**config.mk**
```make
export PLATFORM = sky130hd
export DESIGN_NAME = branch_hazard_unit
export DESIGN_NICKNAME = d
export VERILOG_FILES = /design/src/rtl/bhu_pkg.sv /design/src/rtl/bhu_stall_detect.sv /design/src/rtl/bhu_fwd_mux.sv /design/src/rtl/bhu_resolve.sv /design/src/rtl/branch_hazard_unit.sv
export SDC_FILE = /design/constraint.sdc
export NUM_CORES = 1
export LEC_CHECK = 0
export CAP_MARGIN = 10
export CORE_MARGIN = 2
export CORE_UTILIZATION = 40
export DETAILED_ROUTE_END_ITERATION = 12
export PLACE_DENSITY = 0.91
export SLEW_MARGIN = 20
export SYNTH_ARGS = -nofsm -noshare
export SYNTH_HDL_FRONTEND = slang
export SYNTH_SLANG_ARGS = --single-unit
export TNS_END_PERCENT = 100
```
**constraint.sdc**
```tcl
create_clock -name vclk -period 6.6
set_clock_uncertainty 0.15 [all_clocks]
set_input_delay 1.32 -clock vclk [all_inputs]
set_output_delay 1.32 -clock vclk [all_outputs]
set_load 0.005 [all_outputs]
```
**src/rtl/bhu_pkg.sv**
```systemverilog
package bhu_pkg;

    localparam int unsigned SEL_W = 2;

    typedef enum logic [SEL_W-1:0] {
        SRC_RF  = 2'b00,
        SRC_MEM = 2'b01,
        SRC_WB  = 2'b10
    } opnd_src_e;

    typedef struct packed {
        logic pc_we;
        logic ifid_we;
        logic bubble;
        logic flush;
    } front_ctl_t;

endpackage

```
**src/rtl/bhu_stall_detect.sv**
```systemverilog
module bhu_stall_detect #(
    parameter int unsigned REG_W = 5,
    parameter int unsigned N_SRC = 2
) (
    input  logic                         clk,
    input  logic                         rst_n,
    input  logic                         branch_i,
    input  logic [N_SRC-1:0][REG_W-1:0]  src_i,
    input  logic [REG_W-1:0]             ex_dst_i,
    input  logic                         ex_wr_i,
    input  logic                         ex_load_i,
    input  logic [REG_W-1:0]             mem_dst_i,
    input  logic                         mem_wr_i,
    input  logic                         mem_load_i,
    output logic                         stall_o
);

    localparam logic [REG_W-1:0] ZERO_REG = '0;

    logic [N_SRC-1:0] need_wait_d;

    for (genvar g = 0; g < N_SRC; g++) begin : g_src
        logic ex_hit_d;
        logic mem_ld_hit_d;
        always_comb begin
            ex_hit_d     = ex_wr_i && (ex_dst_i != ZERO_REG) && (ex_dst_i == src_i[g]);
            mem_ld_hit_d = mem_wr_i && mem_load_i && (mem_dst_i != ZERO_REG)
                           && (mem_dst_i == src_i[g]);
            need_wait_d[g] = ex_hit_d || mem_ld_hit_d;
        end
    end

    always_comb begin
        stall_o = branch_i && (|need_wait_d);
    end

    // only a branch can be held by this unit
    a_r11_no_stall_without_branch: assert property (@(posedge clk) disable iff (!rst_n)
        !branch_i |-> !stall_o);

    // a branch reading the register loaded by the EX instruction must wait
    a_r7_ex_load_waits: assert property (@(posedge clk) disable iff (!rst_n)
        (branch_i && ex_wr_i && ex_load_i && (ex_dst_i != ZERO_REG)
         && (ex_dst_i == src_i[0])) |-> stall_o);

endmodule

```
**src/rtl/bhu_fwd_mux.sv**
```systemverilog
module bhu_fwd_mux
    import bhu_pkg::*;
#(
    parameter int unsigned REG_W = 5,
    parameter int unsigned XLEN  = 32
) (
    input  logic             clk,
    input  logic             rst_n,
    input  logic [REG_W-1:0] src_i,
    input  logic [XLEN-1:0]  rf_data_i,
    input  logic [REG_W-1:0] mem_dst_i,
    input  logic             mem_wr_i,
    input  logic             mem_load_i,
    input  logic [XLEN-1:0]  mem_result_i,
    input  logic [REG_W-1:0] wb_dst_i,
    input  logic             wb_wr_i,
    input  logic [XLEN-1:0]  wb_data_i,
    output opnd_src_e        sel_o,
    output logic [XLEN-1:0]  val_o
);

    localparam logic [REG_W-1:0] ZERO_REG = '0;

    logic mem_hit_d;
    logic wb_hit_d;

    always_comb begin
        mem_hit_d = mem_wr_i && !mem_load_i && (mem_dst_i != ZERO_REG)
                    && (mem_dst_i == src_i);
        wb_hit_d  = wb_wr_i && (wb_dst_i != ZERO_REG) && (wb_dst_i == src_i);
        if (mem_hit_d) begin
            sel_o = SRC_MEM;
        end else if (wb_hit_d) begin
            sel_o = SRC_WB;
        end else begin
            sel_o = SRC_RF;
        end
        case (sel_o)
            SRC_MEM: val_o = mem_result_i;
            SRC_WB:  val_o = wb_data_i;
            default: val_o = rf_data_i;
        endcase
    end

    // register 0 always comes from the register file
    a_r9_zero_not_forwarded: assert property (@(posedge clk) disable iff (!rst_n)
        (src_i == ZERO_REG) |-> (sel_o == SRC_RF));

    // a load in MEM has no value yet and must never be selected
    a_r3_no_mem_load_forward: assert property (@(posedge clk) disable iff (!rst_n)
        mem_load_i |-> (sel_o != SRC_MEM));

endmodule

```
**src/rtl/bhu_resolve.sv**
```systemverilog
module bhu_resolve #(
    parameter int unsigned XLEN  = 32,
    parameter int unsigned OFS_W = 16
) (
    input  logic             clk,
    input  logic             rst_n,
    input  logic             branch_i,
    input  logic             stall_i,
    input  logic [XLEN-1:0]  opnd_a_i,
    input  logic [XLEN-1:0]  opnd_b_i,
    input  logic [XLEN-1:0]  pc4_i,
    input  logic [OFS_W-1:0] offset_i,
    output logic             taken_o,
    output logic [XLEN-1:0]  target_o
);

    localparam int unsigned EXT_W = XLEN - OFS_W - 2;

    logic [XLEN-1:0] disp_d;
    logic            equal_d;

    always_comb begin
        disp_d   = {{EXT_W{offset_i[OFS_W-1]}}, offset_i, 2'b00};
        target_o = pc4_i + disp_d;
        equal_d  = (opnd_a_i == opnd_b_i);
        taken_o  = branch_i && !stall_i && equal_d;
    end

    // a held branch is never resolved
    a_r10_stall_blocks_taken: assert property (@(posedge clk) disable iff (!rst_n)
        stall_i |-> !taken_o);

    // taken only for a branch
    a_r2_taken_is_branch: assert property (@(posedge clk) disable iff (!rst_n)
        taken_o |-> branch_i);

endmodule

```
**src/rtl/branch_hazard_unit.sv**
```systemverilog
module branch_hazard_unit
    import bhu_pkg::*;
#(
    parameter int unsigned REG_W = 5,
    parameter int unsigned XLEN  = 32,
    parameter int unsigned OFS_W = 16
) (
    input  logic             clk,
    input  logic             rst_n,
    input  logic             id_branch_i,
    input  logic [REG_W-1:0] id_rs_i,
    input  logic [REG_W-1:0] id_rt_i,
    input  logic [XLEN-1:0]  id_pc4_i,
    input  logic [OFS_W-1:0] id_offset_i,
    input  logic [XLEN-1:0]  rf_rs_data_i,
    input  logic [XLEN-1:0]  rf_rt_data_i,
    input  logic [REG_W-1:0] ex_dst_i,
    input  logic             ex_wr_i,
    input  logic             ex_load_i,
    input  logic [REG_W-1:0] mem_dst_i,
    input  logic             mem_wr_i,
    input  logic             mem_load_i,
    input  logic [XLEN-1:0]  mem_result_i,
    input  logic [REG_W-1:0] wb_dst_i,
    input  logic             wb_wr_i,
    input  logic [XLEN-1:0]  wb_data_i,
    output logic             pc_write_o,
    output logic             ifid_write_o,
    output logic             idex_bubble_o,
    output logic [1:0]       fwd_rs_sel_o,
    output logic [1:0]       fwd_rt_sel_o,
    output logic             br_taken_o,
    output logic             ifid_flush_o,
    output logic [XLEN-1:0]  br_target_o
);

    localparam int unsigned N_SRC = 2;

    logic [N_SRC-1:0][REG_W-1:0] src_d;
    logic [N_SRC-1:0][XLEN-1:0]  rf_d;
    logic [N_SRC-1:0][XLEN-1:0]  opnd_d;
    opnd_src_e                   sel_d [N_SRC];
    logic                        stall_d;
    logic                        taken_d;
    front_ctl_t                  ctl_d;

    always_comb begin
        src_d[0] = id_rs_i;
        src_d[1] = id_rt_i;
        rf_d[0]  = rf_rs_data_i;
        rf_d[1]  = rf_rt_data_i;
    end

    bhu_stall_detect #(
        .REG_W (REG_W),
        .N_SRC (N_SRC)
    ) i_detect (
        .clk        (clk),
        .rst_n      (rst_n),
        .branch_i   (id_branch_i),
        .src_i      (src_d),
        .ex_dst_i   (ex_dst_i),
        .ex_wr_i    (ex_wr_i),
        .ex_load_i  (ex_load_i),
        .mem_dst_i  (mem_dst_i),
        .mem_wr_i   (mem_wr_i),
        .mem_load_i (mem_load_i),
        .stall_o    (stall_d)
    );

    for (genvar g = 0; g < N_SRC; g++) begin : g_opnd
        bhu_fwd_mux #(
            .REG_W (REG_W),
            .XLEN  (XLEN)
        ) i_fwd (
            .clk          (clk),
            .rst_n        (rst_n),
            .src_i        (src_d[g]),
            .rf_data_i    (rf_d[g]),
            .mem_dst_i    (mem_dst_i),
            .mem_wr_i     (mem_wr_i),
            .mem_load_i   (mem_load_i),
            .mem_result_i (mem_result_i),
            .wb_dst_i     (wb_dst_i),
            .wb_wr_i      (wb_wr_i),
            .wb_data_i    (wb_data_i),
            .sel_o        (sel_d[g]),
            .val_o        (opnd_d[g])
        );
    end

    bhu_resolve #(
        .XLEN  (XLEN),
        .OFS_W (OFS_W)
    ) i_resolve (
        .clk      (clk),
        .rst_n    (rst_n),
        .branch_i (id_branch_i),
        .stall_i  (stall_d),
        .opnd_a_i (opnd_d[0]),
        .opnd_b_i (opnd_d[1]),
        .pc4_i    (id_pc4_i),
        .offset_i (id_offset_i),
        .taken_o  (taken_d),
        .target_o (br_target_o)
    );

    always_comb begin
        ctl_d.pc_we   = !stall_d;
        ctl_d.ifid_we = !stall_d;
        ctl_d.bubble  = stall_d;
        ctl_d.flush   = taken_d;
    end

    always_comb begin
        pc_write_o    = ctl_d.pc_we;
        ifid_write_o  = ctl_d.ifid_we;
        idex_bubble_o = ctl_d.bubble;
        ifid_flush_o  = ctl_d.flush;
        br_taken_o    = taken_d;
        fwd_rs_sel_o  = sel_d[0];
        fwd_rt_sel_o  = sel_d[1];
    end

    // flush and bubble are never requested together
    a_r10_bubble_excludes_flush: assert property (@(posedge clk) disable iff (!rst_n)
        idex_bubble_o |-> !ifid_flush_o);

    // a frozen front end always goes with a bubble
    a_r8_freeze_with_bubble: assert property (@(posedge clk) disable iff (!rst_n)
        !pc_write_o |-> (idex_bubble_o && !ifid_write_o));

endmodule

```
======== After elaboration in Yosys (flattened, before gate mapping) ========
Index checks and enable logic that the tools add are counted.
storage, ports and cells
  bits in registers ....................... 0
  input port bits ......................... 209
  output and inout port bits .............. 41
operators by class
  add/sub/neg operators ................... 1
  eq/ne operators ......................... 11
  muxes and demuxes ....................... 6
  reductions and logical operators ........ 25
operators by type and width
  kind                                                                    number
  32-bit one-hot mux with 2 select lines                                  2
  32-bit adder                                                            1
  32-bit equality test                                                    1
  5-bit equality test                                                     6
  1-bit logical AND                                                       17
  5-bit nonzero test                                                      3
  2-bit two-way mux                                                       4
  2-bit by 1-bit equality test with 1-bit output (second input constant)  2
  2-bit equality test (second input constant)                             2
  1-bit logical NOT                                                       2
  1-bit logical OR                                                        2
  2-bit OR reduction                                                      1

======== Logic depth before layout (Yosys ltp) ========
  depth after elaboration ................. 9
  depth in mapped cells ................... 13

======== By module ========
From an unflattened synthesis, not the netlist that was laid out.
second synthesis, totals
  cells, all modules ...................... 682
  area total of the unflattened synthesis .. 5052.3 µm²
modules (own cells, without submodules)
  module              instances  cells each  area an instance (µm²)  sequential area each (µm²)
  bhu_fwd_mux         2          188         1383.8                  0.0
  bhu_resolve         1          268         2003.2                  0.0
  bhu_stall_detect    1          35          262.8                   0.0
  branch_hazard_unit  1          3           18.8                    0.0

======== Worst setup path before layout ========
Ideal clock, no wire load.
  path kind ............................... input port to output port
  start point ............................. input mem_dst_i[1]
  end point ............................... output ifid_flush_o
  arrival time ............................ 3868 ps
  required time ........................... 5130 ps
  path slack .............................. 1262 ps
  stages .................................. 12
  path buffers ............................ 3
  cell sequence ........................... or4_1 o211ai_2 or3_1 buf_4 clkbuf_1 nor2_1 a21oi_1 xnor2_1 nand4_1 or4_1 nor4_2 buf_4
on the way
  longest elaborated chain between the ends .. 9
  elaborated cells between the ends (all ways) .. 25
ends and longest elaborated chain
  item                                                                            line                      text
  from (decl)                                                                     branch_hazard_unit.sv:20  input logic [REG_W-1:0] mem_dst_i,
  branches (longest 8 deep; another with 32-bit one-hot mux with 2 select lines)  --
  1-bit logical AND (*)                                                           bhu_resolve.sv:26         taken_o = branch_i && !stall_i && equal_d;
  to (decl)                                                                       branch_hazard_unit.sv:33  output logic ifid_flush_o,
Mark *: on every way between the ends.

======== Final worst setup path ========
  start point ............................. input id_rt_i[3]
  end point ............................... output br_taken_o
on the way
  longest elaborated chain between the ends .. 8
  elaborated cells between the ends (all ways) .. 19
ends and longest elaborated chain
  item                                                                                line                                                               text
  from (decl)                                                                         branch_hazard_unit.sv:12                                           input logic [REG_W-1:0] id_rt_i,
  5-bit equality test, on equally long branches                                       --
  1-bit logical AND, on equally long branches                                         bhu_fwd_mux.sv:30, bhu_stall_detect.sv:26, bhu_stall_detect.sv:28
  2-bit two-way mux / 1-bit logical OR (equally long branches)                        bhu_fwd_mux.sv:33, bhu_stall_detect.sv:29
  2-bit two-way mux / 2-bit OR reduction (equally long branches)                      bhu_fwd_mux.sv:31, bhu_stall_detect.sv:34
  2-bit equality test, or another cell as far along                                   bhu_fwd_mux.sv:38                                                  case (sel_o)
  32-bit one-hot mux with 2 select lines / 1-bit logical NOT (equally long branches)  bhu_fwd_mux.sv:38, bhu_resolve.sv:26
  32-bit equality test / 1-bit logical AND (equally long branches)                    bhu_resolve.sv:25, bhu_resolve.sv:26
  1-bit logical AND (*)                                                               bhu_resolve.sv:26
  to (decl)                                                                           branch_hazard_unit.sv:32                                           output logic br_taken_o,
Mark *: on every way between the ends. The rest lies on a longest branch, timed or not.

==> out/qor.yml <==
finish:
  nClkBuffers: 0
  mostFrequentLayoutCells: "clkdlybuf4s50_1, nand2_1, nor2_1"
  final_common_cell: "clkdlybuf4s50_1"
  drive_gt1_share_pct: 3.32
  diodes: 0
  syn2layout_area_growth_pct: 71.9
  seqCellArea_um2: 0
  n_sequential_cell: 0
  post-route-util_pct: 70.3
  instances_no_fill: 922
  fin_nets: 1055
global_route:
  grt_max_degree: 34
  grt_usage_pct: 28.5
  grt_pass1_vias: 4949
  antenna_found_initial: 0
  grt_pass1_wl_um: 23100
  overflow: 0
detailed_routing:
  vias_per_cell: 5.66
  detail-route-antenna-nets: 0
  drtPass1Iterations: 5
  vias: 5221
  top_layer: "met4"
  m1WireLength_um: 5490
  wl_um: 14900
  met3_length_um: 1120
  wire_per_inst_um: 16.2
  wl_met2_um: 7640
  drc: 0
  drt_iter0_markers: 228
floorplan:
  start_util_pct: 40.9
  die-area_um2: 9600
  dieHeight_um: 98.0
  core_area_um2: 8640
  dieWidth_um: 98.0
  ios: 250
  rows: 34
placement:
  dp_hpwl_um: 12500
  post-place-ws_ps: 81.7
  place_congestion: 0.973
  port_buffers: 243
  place.detailed.instances: 921
worst_setup_path:
  endpoint_kind: "output port"
  cp_max_fo: 32
  worstPathBufferInverterCount: 3
  critPathLaunchType: "input port"
  cp.required_ps: 5130
  worst_path_max_delay_cell: "or4_4"
  crit_family: "simple AND/OR/NAND/NOR gates"
  path_class: "in -> out"
  cpMostUsedCell: "clkdlybuf4s50_1"
  arrival_ps: 4980
  slowest_delay_ps: 570
  path_cells: "clkdlybuf4s50_1 -> xor2_1 -> nor4_1 -> and3_1 -> buf_12 -> nand2_1 -> a31o_1 -> xnor2_1 -> nand4_1 -> or4_4 -> nor4_4 -> clkdlybuf4s50_1"
synthesis:
  ys_warn_count: 0
  synth_top_family_by_area: "simple AND/OR/NAND/NOR gates"
  synth-compound-area-share_pct: 28.2
  yosysTopAreaCellShare_pct: 13.2
  ys_seq_area_share_pct: 0
  syn-num-nets: 831
  synthTopCellsByArea: "nand2_1, xnor2_1, ha_1"
  syn-mean-instance-area_um2: 5.96
  yosysUniqueCellTypes: 49
  yosys.area_share.adder_pct: 10.8
  synth_area_leader_cell: "nand2_1"
  synthSimpleGateAreaFrac_pct: 31.3
  syn-instance-count: 592
  synthXorXnorAreaFrac_pct: 21.6
  muxShareOfSynthArea_pct: 0
  syn_area_um2: 3530
power:
  leakagePower_nw: 2.51
  p_per_area_nw_per_um2: 76.5
  vdd_drop_max_v: 0.0000415
timing:
  maxSlewHeadroom_pct: 64.5
  drv_slew: 0
  setup_viol: 0
  fin_crit_ps: 6450
  setup_tns_ps: 0
  fmax_ghz: 0.155
  tightest_slew_ps: 527
  fin_ws_ps: 153
  timing.final.crit_share_pct: 97.7
  hold_viol: 0
  whs_ps: 2490
worst_hold_path:
  hold_path_class: "in -> out"
cts:
  hold_buffers: 0
outcome:
  status: "finished, final reports clean"
job:
  maxCapViolCount: 0
path summary, 6_finish.rpt:
path | from | end | slack, ps | depth (start not counted)
setup / recovery | id_rt_i[3] | br_taken_o | 150 | 12
hold / removal | id_pc4_i[1] | br_target_o[1] | 2490 | 0
final cells by class:
class                      count  area [um^2]
multi-input combinational    538         3270
tap                          108          135
inverter                      18         71.3
fill                         715         2570
timing repair buffer         258         2590
Yosys cell counts (2+ instances only):
cell      number
nand3_1       11
nor4_1         7
or4_1          5
and2_1         2
buf_2          5
o21bai_1       4
xnor2_1       53
a21o_1         3
o211ai_1       3
nor3_1         6
nand4_1        5
o21a_1         5
a21oi_1       67
nor2_1        78
or2_2          2
a31oi_1       27
and4_1         2
ha_1          29
inv_1         18
xor2_1        34
a211o_1        2
nand2b_1       5
o21ai_0       25
a211oi_1       3
buf_6          5
nand2_1      124
clkbuf_1      12
a31o_1        10
or3_1          4
buf_4         10
and3_1         3
buf_1          4
a31o_2         2
nor2b_1        2
cell families after synthesis:
logic type,count (synthesis)
xor gates and xnor gates,87
and+or+nand+nor,258
AOI/OAI and AO/OA,163
adders and majority gates,30
buffers and inverters,54
stage by stage:
stage	instance area [um^2]	power (mW)
5_1_grt	6070	0.501
3_3_place_gp	6040	0.445
6_report	6070	0.464
3_5_place_dp	6040	0.460
4_1_cts	6040	0.462
2_1_floorplan	3530	0.207
timing repair:
action	CTS	global route
setup endpoints to repair	0	2
buffers inserted	0	1
resized for setup	0	4
power breakdown:
group / internal [mW] / total [mW] / switching, mW
clock network: 0 / 0 / 0
logic: 0.281 / 0.464 / 0.183
registers: 0 / 0 / 0
per-layer routing:
| metal | track usage, % | up-vias |
|---|---|---|
| met5 | 0 | - |
| met2 | 53.5 | 266 |
| met4 | 12.1 | 0 |
| met3 | 3.22 | 53 |
| li1 | - | 2517 |
| met1 | 32.2 | 2385 |
Note: power is estimated with default switching activity, not from simulation.
